`config.mk`:
```
export PLATFORM = sky130hd
export DESIGN_NAME = boot_mem_select
export DESIGN_NICKNAME = d
export VERILOG_FILES = /design/src/rtl/boot_mem_select_pkg.sv /design/src/rtl/rise_detect.sv /design/src/rtl/boot_overlay_ctrl.sv /design/src/rtl/high_addr_latch.sv /design/src/rtl/bank_decoder.sv /design/src/rtl/boot_mem_select.sv
export SDC_FILE = /design/constraint.sdc
export NUM_CORES = 1
export LEC_CHECK = 0
export ABC_AREA = 0
export BUFFER_PORTS_ARGS = -buffer_cell sky130_fd_sc_hd__buf_2
export CELL_PAD_IN_SITES_DETAIL_PLACEMENT = 0
export CELL_PAD_IN_SITES_GLOBAL_PLACEMENT = 1
export CORE_MARGIN = 3
export CORE_UTILIZATION = 31
export CTS_BUF_LIST = sky130_fd_sc_hd__clkbuf_8
export DETAILED_ROUTE_END_ITERATION = 10
export PLACE_DENSITY = 0.83
export SYNTH_ARGS = -nofsm -noshare
export SYNTH_HDL_FRONTEND = slang
export SYNTH_SLANG_ARGS = --single-unit
```
`constraint.sdc`:
```
create_clock -name clk -period 1 [get_ports clk]
set_clock_uncertainty 0.05 [all_clocks]
set_input_delay 0.1 -clock clk [delete_from_list [all_inputs] [get_ports clk]]
set_output_delay 0.1 -clock clk [all_outputs]
set_load 0.02 [all_outputs]
```
`src/rtl/boot_mem_select_pkg.sv`:
```
package boot_mem_select_pkg;

  typedef enum logic [0:0] {
    PH_BOOT = 1'b0,
    PH_RUN  = 1'b1
  } boot_phase_e;

  // Number of bits needed to index n items (at least 1).
  function automatic int idx_width(input int n);
    int w;
    w = 1;
    while ((1 << w) < n) w++;
    return w;
  endfunction

  // Selects for one RAM section are allowed only with ROM off and no inhibit.
  function automatic logic ram_allowed(input logic rom_active, input logic inhibit);
    return !rom_active && !inhibit;
  endfunction

endpackage

```
`src/rtl/rise_detect.sv`:
```
module rise_detect (
  input  logic clk,
  input  logic rst_n,
  input  logic level_in,
  output logic rise
);
  logic prev_q;

  always_ff @(posedge clk or negedge rst_n) begin
    if (!rst_n) prev_q <= 1'b0;
    else        prev_q <= level_in;
  end

  assign rise = level_in && !prev_q;

  p_single_rise_r8: assert property (@(posedge clk) disable iff (!rst_n)
    rise |=> !rise)
    else $error("p_single_rise_r8: rise asserted two cycles in a row");
endmodule

```
`src/rtl/boot_overlay_ctrl.sv`:
```
module boot_overlay_ctrl
  import boot_mem_select_pkg::*;
(
  input  logic clk,
  input  logic rst_n,
  input  logic release_rise,
  output logic boot_active
);
  boot_phase_e phase_q;

  always_ff @(posedge clk or negedge rst_n) begin
    if (!rst_n)            phase_q <= PH_BOOT;
    else if (release_rise) phase_q <= PH_RUN;
  end

  assign boot_active = (phase_q == PH_BOOT);

  p_release_r3: assert property (@(posedge clk) disable iff (!rst_n)
    release_rise |=> !boot_active)
    else $error("p_release_r3: boot flag still set after release pulse");

  p_no_rearm_r3: assert property (@(posedge clk) disable iff (!rst_n)
    !boot_active |=> !boot_active)
    else $error("p_no_rearm_r3: boot flag re-armed without reset");
endmodule

```
`src/rtl/high_addr_latch.sv`:
```
module high_addr_latch #(
  parameter int ADDR_W  = 8,
  parameter int ROM_BIT = 7
) (
  input  logic              clk,
  input  logic              rst_n,
  input  logic [ADDR_W-1:0] pins,
  input  logic              capture,
  input  logic              force_rom,
  output logic [ADDR_W-1:0] hi_q,
  output logic              rom_q
);
  always_ff @(posedge clk or negedge rst_n) begin
    if (!rst_n)       hi_q <= '0;
    else if (capture) hi_q <= pins;
  end

  // ROM latch: held set by the boot flag, otherwise follows bit 15 at capture.
  always_ff @(posedge clk or negedge rst_n) begin
    if (!rst_n)         rom_q <= 1'b1;
    else if (force_rom) rom_q <= 1'b1;
    else if (capture)   rom_q <= pins[ROM_BIT];
  end

  p_capture_r2: assert property (@(posedge clk) disable iff (!rst_n)
    capture |=> hi_q == $past(pins))
    else $error("p_capture_r2: high byte not captured");

  p_hold_r2: assert property (@(posedge clk) disable iff (!rst_n)
    !capture |=> $stable(hi_q))
    else $error("p_hold_r2: high byte changed without capture");

  p_rom_bit_r4: assert property (@(posedge clk) disable iff (!rst_n)
    (capture && !force_rom) |=> rom_q == $past(pins[ROM_BIT]))
    else $error("p_rom_bit_r4: rom latch did not take bit 15");

  p_boot_forces_r1: assert property (@(posedge clk) disable iff (!rst_n)
    force_rom |=> rom_q)
    else $error("p_boot_forces_r1: rom latch not held during boot");
endmodule

```
`src/rtl/bank_decoder.sv`:
```
module bank_decoder
  import boot_mem_select_pkg::*;
#(
  parameter int BANKS  = 4,
  parameter int BANK_W = idx_width(BANKS)
) (
  input  logic [BANK_W-1:0] bank_idx,
  input  logic              rom_active,
  input  logic              inhibit,
  output logic [BANKS-1:0]  sel
);
  logic enable;
  assign enable = ram_allowed(rom_active, inhibit);

  for (genvar k = 0; k < BANKS; k++) begin : g_sect
    assign sel[k] = enable && (bank_idx == BANK_W'(k));
  end

  always_comb begin
    p_inhibit_r6: assert (!inhibit || sel == '0)
      else $error("p_inhibit_r6: RAM selected while inhibited");
    p_onehot_r5: assert (!enable || $onehot(sel))
      else $error("p_onehot_r5: enabled RAM select not one-hot");
  end
endmodule

```
`src/rtl/boot_mem_select.sv`:
```
module boot_mem_select
  import boot_mem_select_pkg::*;
#(
  parameter int ADDR_W   = 8,
  parameter int ROM_BIT  = 7,
  parameter int BANKS    = 4,
  parameter int BANK_LSB = 2
) (
  input  logic              clk,
  input  logic              rst_n,
  input  logic [ADDR_W-1:0] addr_pins,
  input  logic              addr_strobe,
  input  logic              boot_release,
  input  logic              ram_inhibit,
  output logic              rom_sel,
  output logic [BANKS-1:0]  ram_sel,
  output logic [ADDR_W-1:0] hi_addr
);
  localparam int BANK_W = idx_width(BANKS);

  logic strobe_rise;
  logic release_rise;
  logic boot_active;
  logic rom_q;
  logic [BANK_W-1:0] bank_idx;

  rise_detect u_strobe_edge (
    .clk(clk), .rst_n(rst_n), .level_in(addr_strobe), .rise(strobe_rise)
  );

  rise_detect u_release_edge (
    .clk(clk), .rst_n(rst_n), .level_in(boot_release), .rise(release_rise)
  );

  boot_overlay_ctrl u_boot (
    .clk(clk), .rst_n(rst_n), .release_rise(release_rise), .boot_active(boot_active)
  );

  high_addr_latch #(.ADDR_W(ADDR_W), .ROM_BIT(ROM_BIT)) u_latch (
    .clk(clk), .rst_n(rst_n), .pins(addr_pins), .capture(strobe_rise),
    .force_rom(boot_active), .hi_q(hi_addr), .rom_q(rom_q)
  );

  assign bank_idx = hi_addr[BANK_LSB +: BANK_W];

  bank_decoder #(.BANKS(BANKS), .BANK_W(BANK_W)) u_dec (
    .bank_idx(bank_idx), .rom_active(rom_q), .inhibit(ram_inhibit), .sel(ram_sel)
  );

  assign rom_sel = rom_q;

  p_boot_rom_r1: assert property (@(posedge clk) disable iff (!rst_n)
    boot_active |-> (rom_sel && ram_sel == '0))
    else $error("p_boot_rom_r1: ROM not forced during boot");

  p_exclusive_r7: assert property (@(posedge clk) disable iff (!rst_n)
    $onehot0({rom_sel, ram_sel}))
    else $error("p_exclusive_r7: more than one select active");

  p_release_holds_rom_r3: assert property (@(posedge clk) disable iff (!rst_n)
    (boot_active && !strobe_rise) |=> rom_sel)
    else $error("p_release_holds_rom_r3: ROM dropped before a capture");
endmodule

```
# Yosys cells after proc, flatten, opt, wreduce, memory -nomap -nowiden
# Cells that the tools add are included.
[op_classes]
eq_ne = 4
muxes = 2
reduce_logical = 12
[op_table]
columns = ["op", "n"]
rows = [
  ["$logic_and 1x1->1", 7],
  ["$eq 2x2->1 const B", 2],
  ["$logic_not 1->1", 4],
  ["$eq 2x1->1 const B", 1],
  ["$logic_not 2->1", 1],
  ["$mux 1", 2],
  ["$ne 2x2->1 const B", 1],
]
[totals]
reg_bits = 12
input_bits = 13
out_inout_bits = 13
elab_cells = 23

# Depth between registers and ports, before layout
# Gate-level depths: netlist of the first run.
[depth]
ltp_word = 4
depth_mapped = 3
depth_no_buf = 2

# Hierarchy
# Synthesis of the first run repeated with hierarchy kept, for this count alone.
[unflattened]
hier_cells = 31
hier_area_um2 = 494.2
[modules_own_cells]
columns = ["module", "n_inst", "cells_per_inst", "area_per_inst_um2", "seq_area_each_um2"]
rows = [
  ["high_addr_latch", 1, 20, 345.3, 226.5],
  ["rise_detect", 2, 2, 38.8, 25.0],
  ["bank_decoder", 1, 4, 36.3, 0.0],
  ["boot_overlay_ctrl", 1, 3, 35.0, 25.0],
]

# Worst setup path before layout of the first run
# No wires, ideal clock.
[synth_path]
path_kind = "register to output"
startpoint = "reg u_latch.hi_q[3]"
endpoint = "out ram_sel[1]"
t_arrival_ns = 1.285
required_ns = 0.850
setup_slack_ns = -0.435
path_stages_with_launch = 2
path_buffers = 0
cell_sequence = "dfrtp_1 > nor4b_1"
[synth_via]
elab_chain_cells = 2
[synth_rtl]
columns = ["element", "line", "source"]
rows = [
  ["start, declared", "high_addr_latch.sv:10", "output logic [ADDR_W-1:0] hi_q,"],
  ["start signal, assigned", "high_addr_latch.sv:15", "else if (capture) hi_q <= pins;"],
  ["$eq 2x1->1", "bank_decoder.sv:16", "assign sel[k] = enable && (bank_idx == BANK_W'(k));"],
  ["$logic_and 1x1->1", "bank_decoder.sv:16", ""],
  ["end, declared", "boot_mem_select.sv:16", "output logic [BANKS-1:0] ram_sel,"],
]
# No other way between the ends.

# Worst setup path after layout of the first run
[layout_path]
startpoint = "reg u_latch.rom_q"
endpoint = "out ram_sel[3]"
[layout_via]
elab_chain_cells = 3
[layout_rtl]
columns = ["element", "line", "source"]
rows = [
  ["start, declared", "high_addr_latch.sv:11", "output logic rom_q"],
  ["start signal, assigned", "high_addr_latch.sv:22", "else if (capture) rom_q <= pins[ROM_BIT];"],
  ["$logic_not 1->1", "boot_mem_select_pkg.sv:18", "return !rom_active && !inhibit;"],
  ["$logic_and 1x1->1", "boot_mem_select_pkg.sv:18", ""],
  ["$logic_and 1x1->1", "bank_decoder.sv:16", ""],
]
# No other way between the ends.

==> results.tsv, run 1 <==
stage	metric	value	unit
grt	largest net degree at the start of global routing	13	
worst_setup_path	origin of the critical flop-to-flop path	u_strobe_edge.prev_q$_DFF_PN0_	
worst_setup_path	CP Class	reg -> out	
sta	Min Clock Period, post-route	1.300	ns
pwr	VDD IR max	0.001219	V
clock_tree	CTS Buffer Depth	2	
pwr	Sw Ratio	27.17	%
grt	first-pass GRT wire length	1704	microns
synthesis	Synth Flop Type	dfrtp_1	
synthesis	Post-Syn Area	504.2	sq um
clock_tree	Clk Latency, worst-skew pair	0.24	ns
floorplanning	I/O Pins	26	
pwr	Psw	0.4260	mW
pwr	Pint	1.142	mW
hold_path	Hold Path Depth	2	
clock_tree	Clock transition at path regs	0.05	ns
sta	RSZ-0062 raised after global routing	true	
finish	multi-input combinational cell area	244.0	sq um
sta	worst setup margin	-0.2997	ns
sta	Worst-Margin Slew	0.2544	ns
clock_tree	H-tree levels	1	
synthesis	Synth Warn #	0	
detailed_routing	DR iter-0 viols	3	
synthesis	post-synthesis sequential area ratio	59.80	%
placement	dpl cells	73	
finish	share of layout cells above drive strength 1	73.53	%
run	max-capacitance violation count	0	
sta	Period Utilization, post-route	130.0	%
synthesis	largest cells by area after synthesis	dfrtp_1 (55%), mux2_4 (21%), dfstp_2 (5.2%)	
synthesis	ys async rst share	100.0	%
floorplanning	die height	46.33	microns
finish	fillcell total	120	
clock_tree	total CTS buffers	3	
floorplanning	die area	2146	sq um
hold_path	Min-Delay Endpoint	u_latch.hi_q[1]$_DFFE_PN0P_	
pwr	PD cells	1777	nW/um^2
finish	sequential cell area	304.0	sq um
detailed_routing	wire per inst	13.39	microns
grt	number of global-route vias before repair	397	
synthesis	largest area contributor in the netlist	dfrtp_1	
synthesis	#FFs+latches synth	12	
worst_setup_path	Worst Path Max Fanout	6	
pwr	Clock power frac	33.4	%
worst_setup_path	WP data arrival	1.15	ns
clock_tree	CTS tree	done	
finish	Total Nets Final	82	
sta	Max Transition Viols Final	0	
grt	Tot GR Track Use	12.04	%
floorplanning	total core area	1415	sq um
clock_tree	Clock Sinks	12	
finish	non-filler cells, final	83	
sta	Slew headroom	83.04	%
finish	Syn-to-layout area delta	74.94	%
worst_setup_path	Reg2Reg Depth	3	
pwr	combinational fraction of design power	26.9	%
worst_setup_path	Crit. Startpoint	u_latch.rom_q$_DFFE_PN1P_	
floorplanning	row cnt	13	
floorplanning	Starting Density	35.63	%
synthesis	Post-synth top cells	dfrtp_1 (11), mux2_4 (7), inv_1 (3)	
finish	Finished Core Util	62.33	%
detailed_routing	vias per inst	4.687	
worst_setup_path	WP data required	0.85	ns
worst_setup_path	r2r endpoint	u_latch.hi_q[6]$_DFFE_PN0P_	
hold_path	path category of the worst min-delay check	in -> reg	
floorplanning	die width	46.33	microns
run_status	violated checks	negative setup slack	
sta	hold slack final	0.03709	ns
synthesis	most frequent cell after synthesis	dfrtp_1	
detailed_routing	DRT antenna net count	0	
detailed_routing	drt first pass iters	2	
worst_setup_path	startpoint types	flop	
detailed_routing	via count	389	
synthesis	Syn Inst Count	32	
synthesis	Yosys top cell area share	54.59	%
placement	GP Congestion	0.6544	
grt	GRT Residual Overflow	0	
pwr	leakage	0.4302	nW
pwr	part of the power in registers	39.7	%
detailed_routing	Post-Route WL	1111	microns
worst_setup_path	FF-to-FF setup slack	-0.14	ns
placement	port buffer count	25	
hold_path	hold path startpoint	addr_pins[1]	
pwr	Pwr Total	1.568	mW
grt	initial antenna violation count	0	
finish	ant diodes	0	
placement	DP HPWL	793.4	microns
synthesis	count of cell types in the netlist	13	
synthesis	Post-Syn Nets	45	
sta	Fin. Hold Viols	0	
detailed_routing	DRC errors left	0	
synthesis	Avg Cell Area, Syn	15.76	sq um
placement	Setup WS pre-CTS	-0.1295	ns
sta	# setup viols final	15	
worst_setup_path	crit path capture type	primary output	
synthesis	Post-synth EDFFs	0	
sta	max frequency	0.7694	GHz
clock_tree	Clock Tree Root	clkbuf_8	
run_status	status	complete, but fails checks	
## worst max-delay path: stages (launching register included)
cell      delay, ns
dfstp_2        0.67
nor4bb_4       0.07
buf_4          0.16
## what timing repair did
action                     CTS  global route
hold buffers                 3             0
setup buffers                2             1
pin swaps                    3             1
setup endpoints to repair   15            16
hold endpoints to repair    14             0
resized for setup            8             8
## stage by stage
| stage | setup TNS [ns] | instance area, sq um |
|---|---|---|
| 2_1_floorplan | -0.9073 | 566.8 |
| 3_3_place_gp | -0.9410 | 726.9 |
| 3_5_place_dp | -1.132 | 726.9 |
| 4_1_cts | -2.708 | 849.6 |
| 5_1_grt | -3.313 | 882.1 |
| 6_report | -2.641 | 882.1 |
## kinds of logic (layout without fill, tap and decap cells)
| family | after synthesis | count (layout) | share of synthesized area, % |
|---|---|---|---|
| buffers and inverters | 4 | 40 | 4.466 |
| and+or+nand+nor | 6 | 6 | 10.92 |
| DFF | 12 | 12 | 59.80 |
| AOI/OAI and AO/OA | 3 | 3 | 3.970 |
| muxes | 7 | 7 | 20.84 |
## layer usage
metal / track usage [%] / part of all wire [%] / wire, microns / up-vias
met5: 0 / 0 / 0 / -
met1: 13.98 / 39 / 432 / 188
met4: 5.114 / 0 / 0 / 0
li1: - / - / - / 185
met3: 7.031 / 6.2 / 69 / 0
met2: 17.86 / 55 / 610 / 16
## area by class of cell
class / instances / area share, %
Clock buffer: 4 / 6.241
Inverter: 3 / 1.277
Multi-Input combinational cell: 16 / 27.66
Sequential cell: 12 / 34.47
Timing Repair Buffer: 33 / 28.23
Tap cell: 15 / 2.128
## layout by cell type, fill, tap and decap left out, drive strengths merged
master,count
buf,30
o21ai,1
nor4b,2
inv,3
a21o,1
dfstp,1
o211ai,1
dfrtp,11
dlygate4sd3,3
nor4,1
mux2,7
nor4bb,1
clkbuf,4
nand3b,1
nor2b,1
## worst max path at each step
stage                                  endpoint
global route                         ram_sel[3]
CTS                                  ram_sel[0]
detailed placement  u_latch.hi_q[6]$_DFFE_PN0P_
global placement    u_latch.hi_q[3]$_DFFE_PN0P_
floorplan           u_latch.hi_q[2]$_DFFE_PN0P_
finish                               ram_sel[3]
## registers in the layout, indices dropped and copies added (netlist names)
signal,flops
u_release_edge.prev_q,1
u_latch.hi_q,8
u_strobe_edge.prev_q,1
u_latch.rom_q,1
u_boot.phase_q,1
## power by group through the flow
stage | clock, mW | sequential, mW | combinational (mW)
floorplan | 0 | 0.690 | 0.146
CTS | 0.540 | 0.621 | 0.389
finish | 0.524 | 0.622 | 0.421
detailed placement | 0 | 0.629 | 0.344
global route | 0.571 | 0.632 | 0.449
global placement | 0 | 0.628 | 0.341
No activity file was read; power rests on OpenSTA's default activity.
==> run 2, diff against run 1 <==
- SYNTH_HIERARCHICAL: default -> 1
==> results.tsv, run 2 <==
stage	metric	value	unit	change
run_status	status	complete, but fails checks		
run_status	violated checks	negative setup slack		
floorplanning	total core area	1399	sq um	-1.1%
detailed_routing	wire per inst	12.90	microns	-3.6%
finish	most frequent cells in the layout	buf_2 (17), dfrtp_1 (9), mux2_4 (8)		
synthesis	ys async rst share	100.0	%	unchanged
sta	RSZ-0062 raised after global routing	true		
worst_setup_path	Crit. Startpoint	u_latch/rom_q$_DFFE_PN1P_		
clock_tree	Clock transition at path regs	0.05	ns	about the same
hold_path	Hold Path Depth	2		unchanged
synthesis	#FFs+latches synth	12		unchanged
finish	most flop-heavy register	u_latch/hi_q		
floorplanning	die width	45.93	microns	-0.86%
synthesis	most frequent cell after synthesis	dfrtp_1		
finish	cell area after layout	883.3	sq um	+0.14%
placement	Setup WS pre-CTS	-0.2279	ns	-0.09831 ns
synthesis	Avg Cell Area, Syn	15.94	sq um	+1.2%
synthesis	Synth Warn #	6		+6
pwr	combinational fraction of design power	28.3	%	+1.4 points
pwr	PD cells	1762	nW/um^2	-0.84%
pwr	part of the power in registers	39.0	%	-0.7 points
clock_tree	Clock Sinks	12		unchanged
clock_tree	Clk Latency, worst-skew pair	0.23	ns	about the same
pwr	Psw	0.4045	mW	-5.0%
placement	GP Congestion	0.6668		+1.9%
grt	initial antenna violation count	0		unchanged
worst_setup_path	startpoint types	flop		
worst_setup_path	WP data required	0.85	ns	about the same
placement	port buffer count	25		unchanged
sta	Worst-Margin Slew	0.2603	ns	+0.005841 ns
clock_tree	H-tree levels	1		unchanged
sta	worst setup margin	-0.3026	ns	-0.002873 ns
floorplanning	I/O Pins	26		unchanged
finish	Largest register FFs	8		unchanged
worst_setup_path	dominant delay contributor by cell family on the critical path	flip-flops		
worst_setup_path	origin of the critical flop-to-flop path	u_strobe_edge/prev_q$_DFF_PN0_		
worst_setup_path	max incr delay on CP	0.56	ns	-0.11 ns
placement	DP HPWL	718.1	microns	-9.5%
floorplanning	die area	2110	sq um	-1.7%
detailed_routing	DR iter-0 viols	0		-3
synthesis	Yosys top cell area share	55.70	%	+1.1 points
clock_tree	CTS tree	done		
pwr	VDD IR max	0.001004	V	-18%
clock_tree	total CTS buffers	3		unchanged
synthesis	largest cells by area after synthesis	dfrtp_1 (56%), mux2_2 (18%), nor2b_4 (5.6%)		
finish	most common cell after layout, fill and taps aside	buf_2		
synthesis	Synth Flop Type	dfrtp_1		
sta	Min Clock Period, post-route	1.303	ns	+0.002873 ns
worst_setup_path	worst path cell trace	and4bb_2 -> buf_6		
floorplanning	Starting Density	35.33	%	-0.30 points
sta	Slew headroom	82.65	%	-0.39 points
detailed_routing	Post-Route WL	1045	microns	-5.9%
placement	DP Area	711.9	sq um	-2.1%
finish	fillcell total	111		-7.5%
worst_setup_path	critical path's slowest cell	dfstp_2		
run	max-capacitance violation count	0		unchanged
clock_tree	Clock Tree Root	clkbuf_8		
synthesis	Post-Syn Nets	44		-2.2%
finish	Finished Core Util	63.15	%	+0.81 points
grt	Tot GR Track Use	11.85	%	-0.19 points
pwr	leakage	0.4363	nW	+1.4%
synthesis	Syn Inst Count	31		-3.1%
pwr	Sw Ratio	25.99	%	-1.2 points
sta	Period Utilization, post-route	130.3	%	+0.29 points
finish	Total Nets Final	80		-2.4%
hold_path	path category of the worst min-delay check	in -> reg		
worst_setup_path	CP Class	reg -> out		
hold_path	hold path startpoint	addr_strobe		
sta	Fin. Hold Viols	0		unchanged
finish	ant diodes	0		unchanged
detailed_routing	drt first pass iters	1		-1
worst_setup_path	crit path capture type	primary output		
worst_setup_path	Reg2Reg Depth	3		unchanged
sta	max frequency	0.7677	GHz	-0.22%
sta	hold slack final	0.03986	ns	+0.002777 ns
grt	GRT Residual Overflow	0		unchanged
synthesis	Post-synth EDFFs	0		unchanged
detailed_routing	DRC errors left	0		unchanged
finish	Syn-to-layout area delta	78.73	%	
pwr	Pint	1.152	mW	+0.92%
synthesis	post-synthesis sequential area ratio	61.01	%	+1.2 points
synthesis	Post-synth top cells	dfrtp_1 (11), mux2_2 (8), nor2b_4 (2), nor4b_1 (2)		
floorplanning	row cnt	13		unchanged
pwr	Clock power frac	32.8	%	-0.6 points
worst_setup_path	cell depth of the worst setup path	2		unchanged
worst_setup_path	WP data arrival	1.15	ns	about the same
grt	first-pass GRT wire length	1731	microns	+1.6%
worst_setup_path	Worst Path Buf+Inv	1		unchanged
clock_tree	CTS Buffer Depth	2		unchanged
detailed_routing	vias per inst	4.630		-1.2%
detailed_routing	via count	375		-3.6%
sta	# setup viols final	16		+1
synthesis	largest area contributor in the netlist	dfrtp_1		
synthesis	Post-Syn Area	494.2	sq um	-2.0%
floorplanning	die height	45.93	microns	-0.86%
grt	largest net degree at the start of global routing	13		unchanged
finish	share of layout cells above drive strength 1	78.79	%	+5.3 points
synthesis	count of cell types in the netlist	12		-1
worst_setup_path	Worst Path Max Fanout	3		-3
sta	Max Transition Viols Final	0		unchanged
grt	number of global-route vias before repair	394		-0.76%
detailed_routing	DRT antenna net count	0		unchanged
-- run 2: per-layer routing --
metal  global-route usage [%]  share of wire, %  up-vias
li1                         -                 -      181
met1                    14.29                41      177
met2                    18.41                50       17
met3                    5.929               9.8        0
met4                    3.409                 0        0
met5                        0                 0        -
-- run 2: cell type report --
class / instances / area, sq um / area share (%)
tap: 15 / 18.77 / 2.125
inverter: 1 / 3.754 / 0.4249
sequential: 12 / 304.0 / 34.42
timing repair buffer: 32 / 249.0 / 28.19
clock buffer: 4 / 55.05 / 6.232
multi-input combinational: 17 / 252.7 / 28.61
-- run 2: worst paths after layout --
path,to,slack (ns)
max reg2reg,u_latch/hi_q[4]$_DFFE_PN0P_,-0.14
max,ram_sel[3],-0.30
max in group asynchronous,u_latch/rom_q$_DFFE_PN1P_,0.41
min in group asynchronous,u_strobe_edge/prev_q$_DFF_PN0_,0.23
min,u_strobe_edge/prev_q$_DFF_PN0_,0.04
min reg2reg,u_boot/phase_q$_DFFE_PN0P_,0.42
-- run 2: power groups by stage --
stage                     Clock, mW  Combinational [mW]  Sequential, mW
final                         0.510               0.440           0.606
after global routing          0.558               0.467           0.615
after CTS                     0.528               0.423           0.609
after detailed placement          0               0.342           0.614
after global placement            0               0.337           0.614
after floorplan                   0               0.129           0.686
-- run 2: cell families after synthesis --
| group | after synthesis | synth area share (%) |
|---|---|---|
| multiplexers | 8 | 18.23 |
| buffers and inverters | 2 | 3.037 |
| flip-flops | 12 | 61.01 |
| AND/OR/NAND/NOR | 8 | 15.95 |
| AO/OA/AOI/OAI | 1 | 1.772 |
-- run 2: worst register-to-register path, cell delays in order, from the launching register on --
cell and delay (ns):
dfrtp_1 0.39, nor2b_4 0.14, buf_6 0.14, mux2_4 0.30
-- run 2: per-stage QoR --
stage | setup TNS (ns) | power, mW | std cells
floorplan | -1.190 | 0.8147 | 31
global placement | -1.877 | 0.9511 | 72
detailed placement | -2.102 | 0.9562 | 72
CTS | -2.492 | 1.560 | 81
global route | -3.098 | 1.640 | 81
finish | -2.564 | 1.557 | 81
-- run 2: what timing repair did --
action | 4_1_cts | 5_1_grt
hold buffers | 2 | 0
setup endpoints to repair | 16 | 17
hold endpoints to repair | 13 | 0
buffers inserted | 3 | 2
pin swaps | 3 | 1
gates resized for setup | 19 | 4
==> run 3, diff against run 2 <==
- CORE_UTILIZATION: 31 -> 26
- GPL_TIMING_DRIVEN: default -> 0
- PLACE_DENSITY: 0.83 -> 0.73
==> results.tsv, run 3 (same netlist as run 2, synthesis figures left out) <==
stage	metric	value	unit	change
run_status	status	complete, but fails checks		
run_status	violated checks	negative setup slack		
pwr	leakage	0.4392	nW	+0.67%
hold_path	path category of the worst min-delay check	in -> reg		
sta	Max Transition Viols Final	0		unchanged
floorplanning	I/O Pins	26		unchanged
worst_setup_path	WP data arrival	1.15	ns	about the same
sta	Min Clock Period, post-route	1.295	ns	-0.007159 ns
clock_tree	Clk Latency, worst-skew pair	0.23	ns	about the same
finish	most flop-heavy register	u_latch/hi_q		
finish	fillcell total	168		+51%
finish	Largest register FFs	8		unchanged
worst_setup_path	crit path capture type	primary output		
worst_setup_path	Worst Path Buf+Inv	1		unchanged
detailed_routing	drt first pass iters	2		+1
worst_setup_path	r2r endpoint	u_latch/hi_q[6]$_DFFE_PN0P_		
clock_tree	H-tree levels	1		unchanged
floorplanning	die width	49.60	microns	+8.0%
finish	sequential cell area	304.0	sq um	unchanged
worst_setup_path	max incr delay on CP	0.55	ns	about the same
floorplanning	Starting Density	28.01	%	-7.3 points
detailed_routing	DR iter-0 viols	1		+1
sta	# setup viols final	16		unchanged
sta	max frequency	0.7719	GHz	+0.55%
sta	Fin. Hold Viols	0		unchanged
detailed_routing	Post-Route WL	1111	microns	+6.3%
worst_setup_path	WP data required	0.85	ns	about the same
sta	Slew headroom	82.17	%	-0.48 points
sta	Worst-Margin Slew	0.2674	ns	+0.007152 ns
finish	most common cell after layout, fill and taps aside	buf_2		
finish	Syn-to-layout area delta	80.25	%	
worst_setup_path	startpoint types	flop		
clock_tree	CTS Buffer Depth	2		unchanged
finish	ant diodes	0		unchanged
grt	initial antenna violation count	0		unchanged
grt	largest net degree at the start of global routing	13		unchanged
worst_setup_path	FF-to-FF setup slack	-0.14	ns	about the same
finish	non-filler cells, final	93		+15%
detailed_routing	vias per inst	4.129		-11%
hold_path	hold path startpoint	addr_pins[2]		
clock_tree	CTS tree	done		
hold_path	Hold Path Depth	2		unchanged
clock_tree	total CTS buffers	3		unchanged
finish	most frequent cells in the layout	buf_2 (17), buf_6 (9), dfrtp_1 (9)		
pwr	VDD IR max	0.001453	V	+45%
detailed_routing	via count	384		+2.4%
floorplanning	row cnt	15		+2
finish	Total Nets Final	82		+2.5%
finish	multi-input combinational cell area	252.7	sq um	unchanged
placement	GP Congestion	0.6926		+3.9%
grt	GRT Residual Overflow	0		unchanged
grt	Tot GR Track Use	9.936	%	-1.9 points
floorplanning	die area	2460	sq um	+17%
placement	port buffer count	25		unchanged
grt	number of global-route vias before repair	404		+2.5%
floorplanning	die height	49.60	microns	+8.0%
pwr	Pwr Total	1.477	mW	-5.1%
sta	worst setup margin	-0.2954	ns	+0.007159 ns
floorplanning	total core area	1764	sq um	+26%
clock_tree	Clock Sinks	12		unchanged
sta	RSZ-0062 raised after global routing	true		
pwr	PD cells	1658	nW/um^2	-5.9%
placement	Setup WS pre-CTS	-0.1675	ns	+0.06034 ns
finish	share of layout cells above drive strength 1	76.47	%	-2.3 points
worst_setup_path	Worst Path Max Fanout	3		unchanged
hold_path	Min-Delay Endpoint	u_latch/hi_q[2]$_DFFE_PN0P_		
worst_setup_path	dominant delay contributor by cell family on the critical path	flip-flops		
sta	Period Utilization, post-route	129.5	%	-0.72 points
clock_tree	Clock Tree Root	clkbuf_8		
worst_setup_path	Reg2Reg Depth	3		unchanged
placement	dpl cells	81		+13%
detailed_routing	DRC errors left	0		unchanged
clock_tree	Clock transition at path regs	0.05	ns	about the same
worst_setup_path	origin of the critical flop-to-flop path	u_strobe_edge/prev_q$_DFF_PN0_		
grt	first-pass GRT wire length	1856	microns	+7.2%
worst_setup_path	worst path cell trace	and4bb_2 -> buf_6		
worst_setup_path	CP Class	reg -> out		
detailed_routing	wire per inst	11.95	microns	-7.4%
run	max-capacitance violation count	0		unchanged
worst_setup_path	critical path's slowest cell	dfstp_2		
detailed_routing	DRT antenna net count	0		unchanged
==> run 3: power by group <==
part | leakage, nW | internal [mW] | switching, mW
combinational | 0.278 | 0.254 | 0.187
sequential | 0.134 | 0.551 | 0.0562
clock | 0.0269 | 0.269 | 0.160
total | 0.439 | 1.07 | 0.403
==> run 3: area by class of cell <==
type                       count  area share, %
timing repair buffer          33          27.25
clock inverter                 1         0.4213
inverter                       1         0.4213
multi-input combinational     17          28.37
tap                           25          3.511
sequential                    12          34.13
buffer                         1          1.264
clock buffer                   3          4.635
==> run 3: stage by stage <==
step	area (sq um)	hold WS [ns]	utilization, %	TNS [ns]
6_report	890.9	0.04621	50.50	-2.598
5_1_grt	890.9	0.04983	50.50	-3.267
4_1_cts	884.6	0.04476	50.14	-2.583
3_5_place_dp	708.2	-0.05816	40.14	-1.481
3_3_place_gp	708.2	-0.06035	40.14	-1.360
2_1_floorplan	551.8	-0.2456	-	-1.190
==> run 3: worst register-to-register path, cell delays in order (launching register included) <==
cell and delay, ns:
dfrtp_1 0.39, nor2b_4 0.14, buf_6 0.14, mux2_4 0.30
==> run 3: worst max path at each step <==
stage | cells after the start | to | start | slack, ns
CTS | 2 | ram_sel[3] | u_latch/rom_q$_DFFE_PN1P_ | -0.28
floorplan | 1 | ram_sel[3] | u_latch/rom_q$_DFFE_PN1P_ | -0.12
global placement | 2 | ram_sel[3] | u_latch/rom_q$_DFFE_PN1P_ | -0.16
finish | 2 | ram_sel[3] | u_latch/rom_q$_DFFE_PN1P_ | -0.30
detailed placement | 2 | ram_sel[3] | u_latch/rom_q$_DFFE_PN1P_ | -0.17
global route | 2 | ram_sel[0] | u_latch/hi_q[3]$_DFFE_PN0P_ | -0.33
==> run 3: routing by layer <==
metal  up-vias  global-route usage, %  routed length [microns]
li1        184                      -                        -
met1       186                  12.74                      429
met2        14                  14.98                      614
met3         0                  5.438                       67
met4         0                  1.382                        0
met5         -                      0                        0
==> run 3: repair_timing <==
| item | in CTS | in global routing |
|---|---|---|
| gates cloned | 1 | 0 |
| hold buffers | 3 | 0 |
| setup buffers | 4 | 2 |
| pin swaps | 4 | 0 |
| endpoints found under the hold margin | 14 | 0 |
| endpoints found under the setup margin | 16 | 17 |
| resized for setup | 21 | 2 |
